[src/rtl/ddr_init_pkg.sv]
// Package: shared pin encodings, step codes and mode-word builders for the
// DDR power-up sequencer. Assumes a 12-bit address bus and a 2-bit bank bus.
package ddr_init_pkg;

    localparam int ADDR_W = 12;
    localparam int BA_W   = 2;

    // Which command the sequence engine asks the pin encoder to drive.
    typedef enum logic [2:0] {
        K_NONE,
        K_CKE_NOP,
        K_PRECH,
        K_EMRS,
        K_MRS_DLL,
        K_REFRESH,
        K_MRS_FINAL
    } step_e;

    // Command pins in the order cs_n, ras_n, cas_n, we_n.
    typedef struct packed {
        logic cs_n;
        logic ras_n;
        logic cas_n;
        logic we_n;
    } cmd_pins_t;

    localparam cmd_pins_t PIN_NOP  = '{cs_n: 1'b0, ras_n: 1'b1, cas_n: 1'b1, we_n: 1'b1};
    localparam cmd_pins_t PIN_PRE  = '{cs_n: 1'b0, ras_n: 1'b0, cas_n: 1'b1, we_n: 1'b0};
    localparam cmd_pins_t PIN_LMR  = '{cs_n: 1'b0, ras_n: 1'b0, cas_n: 1'b0, we_n: 1'b0};
    localparam cmd_pins_t PIN_REF  = '{cs_n: 1'b0, ras_n: 1'b0, cas_n: 1'b0, we_n: 1'b1};

    // Larger of two integers, used to size the gap timer.
    function automatic int max2(input int a, input int b);
        return (a > b) ? a : b;
    endfunction

    // Replace the reserved drive code 10 by full strength 00.
    function automatic logic [1:0] legal_drive(input logic [1:0] d);
        return (d == 2'b10) ? 2'b00 : d;
    endfunction

    // Extended mode word: DLL enabled (bit 0 low), drive code on bits 6 and 1.
    function automatic logic [ADDR_W-1:0] emrs_word(input logic [1:0] d);
        logic [ADDR_W-1:0] w;
        logic [1:0]        ld;
        ld   = legal_drive(d);
        w    = '0;
        w[1] = ld[0];
        w[6] = ld[1];
        return w;
    endfunction

    // Mode word: burst length, burst type, CAS latency, DLL reset on bit 8.
    function automatic logic [ADDR_W-1:0] mrs_word(input logic [2:0] bl,
                                                   input logic       bt,
                                                   input logic [2:0] cl,
                                                   input logic       dll_rst);
        logic [ADDR_W-1:0] w;
        w      = '0;
        w[2:0] = bl;
        w[3]   = bt;
        w[6:4] = cl;
        w[8]   = dll_rst;
        return w;
    endfunction

endpackage

[src/rtl/ddr_init_timer.sv]
// Gap timer: a down counter that leaves reset holding RST_VAL, can be loaded
// with a new value, and flags when it has reached zero. Assumes RST_VAL fits W.
module ddr_init_timer #(
    parameter int W       = 16,
    parameter int RST_VAL = 0
) (
    input  logic         clk,
    input  logic         rst_n,
    input  logic         load,
    input  logic [W-1:0] load_val,
    output logic         zero
);

    logic [W-1:0] cnt_q;

    // Count down toward zero, reload on request, preset on reset.
    always_ff @(posedge clk) begin
        if (!rst_n) begin
            cnt_q <= W'(RST_VAL);
        end else if (load) begin
            cnt_q <= load_val;
        end else if (cnt_q != '0) begin
            cnt_q <= cnt_q - 1'b1;
        end
    end

    assign zero = (cnt_q == '0);

endmodule

[src/rtl/ddr_init_fsm.sv]
// Sequence engine: walks the fixed power-up order. Each state names the next
// command to issue. The command goes out when the gap timer reads zero, and
// the timer is then reloaded with (gap - 1). Assumes every gap is at least 1
// and NUM_REF is at least 2.
module ddr_init_fsm
    import ddr_init_pkg::*;
#(
    parameter int TW           = 16,
    parameter int T_RP         = 3,
    parameter int T_MRD        = 2,
    parameter int T_RFC        = 10,
    parameter int DLL_LOCK_CYC = 200,
    parameter int NUM_REF      = 2
) (
    input  logic          clk,
    input  logic          rst_n,
    input  logic          tmr_zero,
    output logic          tmr_load,
    output logic [TW-1:0] tmr_val,
    output logic          issue,
    output step_e         step,
    output logic          done_set
);

    localparam int RW = $clog2(NUM_REF + 1);
    localparam logic [TW-1:0] G_ONE  = '0;
    localparam logic [TW-1:0] G_RP   = TW'(T_RP - 1);
    localparam logic [TW-1:0] G_MRD  = TW'(T_MRD - 1);
    localparam logic [TW-1:0] G_RFC  = TW'(T_RFC - 1);
    localparam logic [TW-1:0] G_DLL  = TW'(DLL_LOCK_CYC - 1);
    localparam logic [RW-1:0] REF_LAST = RW'(NUM_REF - 1);

    typedef enum logic [2:0] {
        S_CKE, S_PRE1, S_EMRS, S_MRS_DLL, S_PRE2, S_REF, S_MRS_FIN, S_DONE
    } st_e;

    st_e          st_q, st_d;
    logic [RW-1:0] ref_q, ref_d;

    // Choose the command, its following gap and the next state.
    always_comb begin
        st_d     = st_q;
        ref_d    = ref_q;
        issue    = 1'b0;
        step     = K_NONE;
        tmr_load = 1'b0;
        tmr_val  = '0;
        done_set = 1'b0;
        if (tmr_zero) begin
            case (st_q)
                S_CKE: begin
                    issue = 1'b1; step = K_CKE_NOP;
                    tmr_load = 1'b1; tmr_val = G_ONE; st_d = S_PRE1;
                end
                S_PRE1: begin
                    issue = 1'b1; step = K_PRECH;
                    tmr_load = 1'b1; tmr_val = G_RP; st_d = S_EMRS;
                end
                S_EMRS: begin
                    issue = 1'b1; step = K_EMRS;
                    tmr_load = 1'b1; tmr_val = G_MRD; st_d = S_MRS_DLL;
                end
                S_MRS_DLL: begin
                    issue = 1'b1; step = K_MRS_DLL;
                    tmr_load = 1'b1; tmr_val = G_DLL; st_d = S_PRE2;
                end
                S_PRE2: begin
                    issue = 1'b1; step = K_PRECH;
                    tmr_load = 1'b1; tmr_val = G_RP; st_d = S_REF;
                end
                S_REF: begin
                    issue = 1'b1; step = K_REFRESH;
                    tmr_load = 1'b1; tmr_val = G_RFC;
                    if (ref_q == REF_LAST) begin
                        st_d = S_MRS_FIN;
                    end else begin
                        ref_d = ref_q + 1'b1;
                    end
                end
                S_MRS_FIN: begin
                    issue = 1'b1; step = K_MRS_FINAL;
                    tmr_load = 1'b1; tmr_val = G_MRD; st_d = S_DONE;
                end
                default: begin
                    done_set = 1'b1;
                end
            endcase
        end
    end

    // Hold the current state and the count of refreshes already issued.
    always_ff @(posedge clk) begin
        if (!rst_n) begin
            st_q  <= S_CKE;
            ref_q <= '0;
        end else begin
            st_q  <= st_d;
            ref_q <= ref_d;
        end
    end

endmodule

[src/rtl/ddr_init_cmd_enc.sv]
// Pin encoder: turns a requested step into registered DDR pin values. Mode
// words are built from the configuration inputs in the cycle of the request.
// Idle cycles drive NOP with bank and address at zero. Clock enable and the
// done flag are sticky until reset.
module ddr_init_cmd_enc
    import ddr_init_pkg::*;
(
    input  logic              clk,
    input  logic              rst_n,
    input  logic              issue,
    input  step_e             step,
    input  logic              done_set,
    input  logic [1:0]        cfg_drive,
    input  logic [2:0]        cfg_burst_len,
    input  logic              cfg_burst_type,
    input  logic [2:0]        cfg_cas_lat,
    output logic              cke,
    output cmd_pins_t         pins,
    output logic [BA_W-1:0]   ba,
    output logic [ADDR_W-1:0] addr,
    output logic              done
);

    // Register the pins for the requested step, or NOP when idle.
    always_ff @(posedge clk) begin
        if (!rst_n) begin
            cke  <= 1'b0;
            pins <= PIN_NOP;
            ba   <= '0;
            addr <= '0;
            done <= 1'b0;
        end else begin
            pins <= PIN_NOP;
            ba   <= '0;
            addr <= '0;
            if (done_set) begin
                done <= 1'b1;
            end
            if (issue) begin
                case (step)
                    K_CKE_NOP: cke <= 1'b1;
                    K_PRECH: begin
                        pins     <= PIN_PRE;
                        addr[10] <= 1'b1;
                    end
                    K_EMRS: begin
                        pins <= PIN_LMR;
                        ba   <= 2'b01;
                        addr <= emrs_word(cfg_drive);
                    end
                    K_MRS_DLL: begin
                        pins <= PIN_LMR;
                        addr <= mrs_word(cfg_burst_len, cfg_burst_type, cfg_cas_lat, 1'b1);
                    end
                    K_REFRESH: pins <= PIN_REF;
                    K_MRS_FINAL: begin
                        pins <= PIN_LMR;
                        addr <= mrs_word(cfg_burst_len, cfg_burst_type, cfg_cas_lat, 1'b0);
                    end
                    default: ;
                endcase
            end
        end
    end

endmodule

[src/rtl/ddr_init_seq.sv]
// Top of the DDR power-up sequencer: gap timer, sequence engine and pin
// encoder. Assumes the clock runs at CLK_MHZ, every gap parameter is at
// least 1, T_MRD is at least 2 and NUM_REF is at least 2.
module ddr_init_seq
    import ddr_init_pkg::*;
#(
    parameter int CLK_MHZ      = 125,
    parameter int STABLE_US    = 200,
    parameter int DLL_LOCK_CYC = 200,
    parameter int T_MRD        = 2,
    parameter int T_RP         = 3,
    parameter int T_RFC        = 10,
    parameter int NUM_REF      = 2
) (
    input  logic        clk,
    input  logic        rst_n,
    input  logic [1:0]  cfg_drive,
    input  logic [2:0]  cfg_burst_len,
    input  logic        cfg_burst_type,
    input  logic [2:0]  cfg_cas_lat,
    output logic        ddr_cke,
    output logic        ddr_cs_n,
    output logic        ddr_ras_n,
    output logic        ddr_cas_n,
    output logic        ddr_we_n,
    output logic [1:0]  ddr_ba,
    output logic [11:0] ddr_addr,
    output logic        init_done
);

    localparam int STABLE_CYC = CLK_MHZ * STABLE_US;
    localparam int MAX_GAP    = max2(max2(STABLE_CYC, DLL_LOCK_CYC),
                                     max2(max2(T_MRD, T_RP), T_RFC));
    localparam int TW         = $clog2(MAX_GAP + 1);

    logic          tmr_zero;
    logic          tmr_load;
    logic [TW-1:0] tmr_val;
    logic          issue;
    step_e         step;
    logic          done_set;
    cmd_pins_t     pins;

    ddr_init_timer #(
        .W       (TW),
        .RST_VAL (STABLE_CYC - 1)
    ) u_timer (
        .clk      (clk),
        .rst_n    (rst_n),
        .load     (tmr_load),
        .load_val (tmr_val),
        .zero     (tmr_zero)
    );

    ddr_init_fsm #(
        .TW           (TW),
        .T_RP         (T_RP),
        .T_MRD        (T_MRD),
        .T_RFC        (T_RFC),
        .DLL_LOCK_CYC (DLL_LOCK_CYC),
        .NUM_REF      (NUM_REF)
    ) u_fsm (
        .clk      (clk),
        .rst_n    (rst_n),
        .tmr_zero (tmr_zero),
        .tmr_load (tmr_load),
        .tmr_val  (tmr_val),
        .issue    (issue),
        .step     (step),
        .done_set (done_set)
    );

    ddr_init_cmd_enc u_enc (
        .clk            (clk),
        .rst_n          (rst_n),
        .issue          (issue),
        .step           (step),
        .done_set       (done_set),
        .cfg_drive      (cfg_drive),
        .cfg_burst_len  (cfg_burst_len),
        .cfg_burst_type (cfg_burst_type),
        .cfg_cas_lat    (cfg_cas_lat),
        .cke            (ddr_cke),
        .pins           (pins),
        .ba             (ddr_ba),
        .addr           (ddr_addr),
        .done           (init_done)
    );

    assign ddr_cs_n  = pins.cs_n;
    assign ddr_ras_n = pins.ras_n;
    assign ddr_cas_n = pins.cas_n;
    assign ddr_we_n  = pins.we_n;

endmodule

[config.mk]
export PLATFORM = sky130hd
export DESIGN_NAME = ddr_init_seq
export DESIGN_NICKNAME = d
export VERILOG_FILES = /design/src/rtl/ddr_init_pkg.sv /design/src/rtl/ddr_init_timer.sv /design/src/rtl/ddr_init_fsm.sv /design/src/rtl/ddr_init_cmd_enc.sv /design/src/rtl/ddr_init_seq.sv
export SDC_FILE = /design/constraint.sdc
export NUM_CORES = 1
export LEC_CHECK = 0
export ABC_AREA = 1
export BUFFER_PORTS_ARGS = -buffer_cell sky130_fd_sc_hd__buf_2
export CAP_MARGIN = 20
export CORE_MARGIN = 2
export CORE_UTILIZATION = 59
export CTS_BUF_LIST = sky130_fd_sc_hd__clkbuf_16
export CTS_CLUSTER_SIZE = 12
export DETAILED_ROUTE_END_ITERATION = 8
export PLACE_DENSITY = 0.83
export SETUP_SLACK_MARGIN = 0.2
export SYNTH_ARGS = -nofsm -noshare
export SYNTH_HDL_FRONTEND = slang
export SYNTH_SLANG_ARGS = --single-unit
export TNS_END_PERCENT = 30
[constraint.sdc]
create_clock -name clk -period 2.8 [get_ports clk]
set_input_delay 0.56 -clock clk [delete_from_list [all_inputs] [get_ports clk]]
set_output_delay 0.56 -clock clk [all_outputs]
set_load 0.02 [all_outputs]
# [After elaboration in Yosys (flattened, before gate mapping)]
# Index checks and enable logic that the tools add are counted.
[classes] shifts=0 mul=0 n_eq_ne=15 n_reduce_logical=13 mux=17 n_addsub=2 n_lt_le_gt_ge=0 bitwise_logic=1 n_div=0
[ops] cell="$mux 15" count=3
[ops] cell="$pmux 8 s4" count=1
[ops] cell="$pmux 9 s3" count=1
[ops] cell="$pmux 3 s7" count=1
[ops] cell="$eq 3x3->1 const B" count=6
[ops] cell="$pmux 3 s6" count=1
[ops] cell="$logic_not 15->1" count=1
[ops] cell="$reduce_bool 15->1" count=1
[ops] cell="$sub 15x1->15 const B" count=1
[ops] cell="$eq 3x2->1 const B" count=4
[ops] cell="$pmux 3 s3" count=1
[ops] cell="$reduce_bool 7->1" count=1
[ops] cell="$reduce_or 7->1" count=1
[ops] cell="$eq 3x1->1 const B" count=2
[ops] cell="$mux 1" count=6
[ops] cell="$mux 3" count=2
[ops] cell="$reduce_and 3->1" count=2
[ops] cell="$reduce_and 2->1" count=2
[ops] cell="$reduce_or 2->1" count=2
[ops] cell="$logic_not 3->1" count=1
[ops] cell="$reduce_or 3->1" count=1
[ops] cell="$add 2x1->2 const B" count=1
[ops] cell="$eq 2x1->1 const B" count=1
[ops] cell="$eq 2x2->1 const B" count=1
[ops] cell="4 further kinds" count=4
[totals] latchBits=0 mem_bits_ro=0 reg_bits=40 ramBits=0 mem_count=0 input_bits=11 word_cells=60

# [Depth between registers and ports, before layout]
[depth] depth_word=7 ltp_mapped=12 mapped_depth_nobuf=11

# [By module]
# Synthesis repeated with hierarchy kept, for this count alone.
[unflattened] cells_unflattened=281 area_unflattened_um2=2009.4
[by_module_without_submodules] mod="ddr_init_timer" seq_area_each_um2=300.3 area_per_inst_um2=920.9 n_inst=1 cells_each=136
[by_module_without_submodules] mod="ddr_init_cmd_enc" seq_area_each_um2=300.3 area_per_inst_um2=560.5 n_inst=1 cells_each=69
[by_module_without_submodules] mod="ddr_init_fsm" seq_area_each_um2=100.1 area_per_inst_um2=528.0 n_inst=1 cells_each=76

# [Worst setup path after synthesis]
# OpenSTA, ideal clock, no wires.
[synth_timing] path_kind="register to register" startpoint="register u_fsm.st_q[0]" endpoint="register u_timer.cnt_q[1]" setup_time_ns=0.133 path_slack_ns=1.220 path_buffers=0 arrival_time_ns=1.447 period_less_slack_ns=1.580 t_required_ns=2.667 path_stages_with_launch=9 path_cell_list="dfxtp_1 -> inv_1 -> ha_1 -> nor2_1 -> nand3_1 -> inv_1 -> nand2_1 -> o211ai_1 -> nand3_1"
[synth_between] elab_chain_len=5 elab_cells_between_ends=16 classes_between="eq/ne (6); mux (5); reduce/logical (5)"
[synth_lines] item="start, declared" line="ddr_init_fsm.sv:37" rtl="st_e st_q, st_d;"
[synth_lines] item="start signal, assigned" line="ddr_init_fsm.sv:97" rtl="st_q <= st_d;"
[synth_lines] item="$eq 3x2->1 (tied with other cells)" line="ddr_init_fsm.sv:50" rtl="case (st_q)"
[synth_lines] item="$reduce_or 2->1 (no line) / $reduce_or 7->1 (equally long branches)"
[synth_lines] item="$pmux 8 s4 / $mux 1 (equally long branches)" line="ddr_init_fsm.sv:50"
[synth_lines] item="$mux 15 / $mux 1 (equally long branches)" line="ddr_init_fsm.sv:49" rtl="if (tmr_zero) begin"
[synth_lines] item="$mux 15 / $reduce_bool 2->1 (equally long branches)"
[synth_lines] item="end signal, assigned" line="ddr_init_timer.sv:19" rtl="cnt_q <= W'(RST_VAL);"
[synth_lines] item="end signal, assigned" line="ddr_init_timer.sv:21" rtl="cnt_q <= load_val;"
[synth_lines] item="end signal, assigned" line="ddr_init_timer.sv:23" rtl="cnt_q <= cnt_q - 1'b1;"
[synth_lines] item="end, declared" line="ddr_init_timer.sv:14" rtl="logic [W-1:0] cnt_q;"
# Parallel ways exist; a longest one is shown, timed or not.
# A chain may end at the register's enable or synchronous reset.

# [Worst setup path in the final report]
[layout_timing] startpoint="register u_timer.cnt_q[0]" endpoint="register, netlist name u_enc.pins[2]"
[layout_between] elab_chain_len=5 elab_cells_between_ends=11 classes_between="eq/ne (5); mux (3); reduce/logical (3)"
[layout_lines] item="$logic_not 15->1 *" line="ddr_init_timer.sv:27" rtl="assign zero = (cnt_q == '0);"
[layout_lines] item="$mux 3" line="ddr_init_fsm.sv:49"
[layout_lines] item="$eq 3x2->1 / $eq 3x3->1 (equally long branches)" line="ddr_init_cmd_enc.sv:40" rtl="case (step)"
[layout_lines] item="$reduce_or 3->1 (no line)"
[layout_lines] item="$pmux 3 s3" line="ddr_init_cmd_enc.sv:40"
# Every way passes the cells marked *; elsewhere a longest branch is shown, timed or not.

==> run summary <==
Hold Buf Count CTS: 0
Vias/cell: 5.11
ANT cells: 0
CTS root buf: clkbuf_16
Max Clk Rate: 0.498 GHz
CP max stage cell: nand3_2
Max-cap violations: 0
Tcrit/Tclk final: 71.7%
worst path bufs/invs: 2
Worst setup SP type: flop
# DRC: 0
GRT overflow: 0
final max-slew violation count: 0
First-pass DRT Iterations: 4
Most used DFF post-synth: dfxtp_1
cells along the critical path: inv_1 -> ha_1 -> nand2_2 -> nor2_4 -> nand3_2 -> nor2_4 -> inv_2 -> nand2_2 -> nand2_2 -> nand2_1 -> nor2_1
PortBufs: 25
Total Power: 1.06 mW
total wire length: 3390 um
full die area: 0.00352 mm2
synth warn: 0
# IOs: 31
clock skew: 0.00390 ns
smallest hold slack: 0.455 ns
number of CTS-inserted buffers: 5
Die Wd: 59.3 um
maximum clock path buffer count: 2
Post-Syn Area per Cell: 7.52 um2
status: finished clean
Mapped Cells: 240
Inst Count DP: 295
Starting DRT DRC Count: 36
Nets: 289
Cell variety after synth: 35
FFs w/ async S/R, synth: 0%
Avg WL per Cell: 11.2 um
LEAKAGE: 0.998 nW
Top Metal Used: met4
post-cts gate resize count: 0
Tot GR Track Use: 21.6%
#FFs+latches synth: 35
antenna violations before repair: 0
Final Hold Vio Count: 0
DR WL met3: 145 um
DP Wirelength: 2580 um
CP dominant cell by count: nand2_2
endpoint class of the critical path: flop
RSZ-0062 raised after global routing: no
layout cells sized above 1: 20.4%
fin crit period: 2.01 ns
Crit path max-delay family: simple AND/OR/NAND/NOR gates
Final Setup Violations: 0
slowest stage delay, CP: 0.32 ns
Area growth syn-to-layout: 15.0%
Power Density: 512 mW/mm2
Post-synth EDFFs: 0
clk_lat worst skew: 0.28 ns
DRT met1 WL: 1550 um
worst-path fanout max: 11
VDD IR-drop max: 460 uV
final non-filler cell total: 303
global placer's final weighted congestion: 0.908
largest net degree at the start of global routing: 16
vias in the first global route: 1372
Worst Hold Class: flop to flop
met2 WL: 1630 um
Initial Util: 60.6%
sequential area share after synthesis: 38.8%
row cnt: 20
clock-pin slew on the worst setup and hold paths: 0.05 ns
first-pass GRT wire length: 5750 um
clock sink total: 35
die height: 59.3 um
post-CTS setup buffers: 0
critical path type: flop to flop
Clock H-tree levels: 2
Mapped Area: 0.00180 mm2
vias: 1549
WP data required: 2.97 ns
CORE AREA: 0.00298 mm2
CP arrival: 2.18 ns
antenna-violating nets left: 0
setup TNS: 0 ns
CTS tree: yes
final timing paths:
kind,slack [ns],to,from,cells after the start
max,0.79,u_enc.pins[2],u_timer.cnt_q[0],11
min reg2reg,0.46,u_fsm.ref_q[1],u_fsm.ref_q[1],2
min,0.46,u_fsm.ref_q[1],u_fsm.ref_q[1],2
max reg2reg,0.79,u_enc.pins[2],u_timer.cnt_q[0],11
flip-flops by register name (all words and copies together), names as in the netlist:
register and cells:
u_fsm.st_q 3, u_enc.pins 3, u_timer.cnt_q 15, u_enc.cke 1
u_enc.addr 9, u_enc.ba 1, u_enc.done 1, u_fsm.ref_q 2
Yosys cell counts, types with 2 or more instances:
master / n / share of area, %
nor4_1: 2 / 0.69
inv_2: 3 / 0.62
xor2_1: 3 / 1.5
buf_4: 5 / 2.1
nand2_1: 43 / 8.9
nor2_2: 5 / 1.7
a21oi_1: 9 / 2.5
o221ai_1: 2 / 0.97
nand4_1: 8 / 2.8
o211ai_1: 2 / 0.83
o21ai_0: 9 / 2.5
nor3_1: 5 / 1.4
inv_1: 35 / 7.3
dfxtp_1: 35 / 39
nor2_1: 25 / 5.2
nand3_1: 16 / 4.4
nor2_4: 3 / 1.9
ha_1: 9 / 6.2
nand2_2: 5 / 1.7
worst min-delay path: cells and delay by family (launching register included):
family | cells | cell delay [ns]
buffers and inverters | 1 | 0.06
AOI/OAI and AO/OA | 1 | 0.05
DFF | 1 | 0.29
metal layers:
metal  global-route usage, %  vias to the layer above
li1                        -                      820
met5                       0                        -
met4                    9.74                        0
met2                    35.2                       31
met1                    26.3                      690
met3                    6.11                        8
where the power goes:
| group | internal (mW) | switching [mW] |
|---|---|---|
| registers | 0.502 | 0.00220 |
| logic | 0.0117 | 0.0222 |
| clock network | 0.324 | 0.201 |
| total | 0.838 | 0.225 |
layout by cell type, fill, tap and decap left out, types with 3 or more instances in the layout:
| cell | instances |
|---|---|
| nand2_1 | 43 |
| inv_1 | 36 |
| dfxtp_1 | 35 |
| nor2_1 | 25 |
| buf_2 | 25 |
| nand3_1 | 16 |
| a21oi_1 | 9 |
| o21ai_0 | 9 |
| ha_1 | 9 |
| nand4_1 | 8 |
| nor2_2 | 5 |
| nand2_2 | 5 |
| nor3_1 | 5 |
| conb_1 | 5 |
| clkbuf_16 | 5 |
| nor2_4 | 3 |
| inv_2 | 3 |
| xor2_1 | 3 |
cells by family after synthesis:
family	Yosys count	share of synthesized area, %
xor+xnor	4	1.94
other cells	1	0.208
simple gates	117	32.0
flops	35	38.8
buf+inv	46	11.0
compound gates	28	9.71
fa+ha+maj	9	6.24
through the flow:
stage	cell area [um2]	setup WS, ns	utilization [%]
finish	2070	0.793	69.7
global route	2070	0.587	69.7
global placement	1930	0.893	64.9
CTS	2070	0.798	69.7
floorplan	1820	1.22	-
detailed placement	1930	0.827	64.9
cell type report:
| class | instances | area [um2] |
|---|---|---|
| inverters | 39 | 146 |
| flip-flops and latches | 35 | 701 |
| clock buffers | 5 | 125 |
| clock inverters | 3 | 16.3 |
| well taps | 33 | 41.3 |
| fillers | 246 | 903 |
| repair buffers | 25 | 125 |
| multi-input cells | 163 | 920 |
Note: power is estimated with default switching activity, not from simulation.
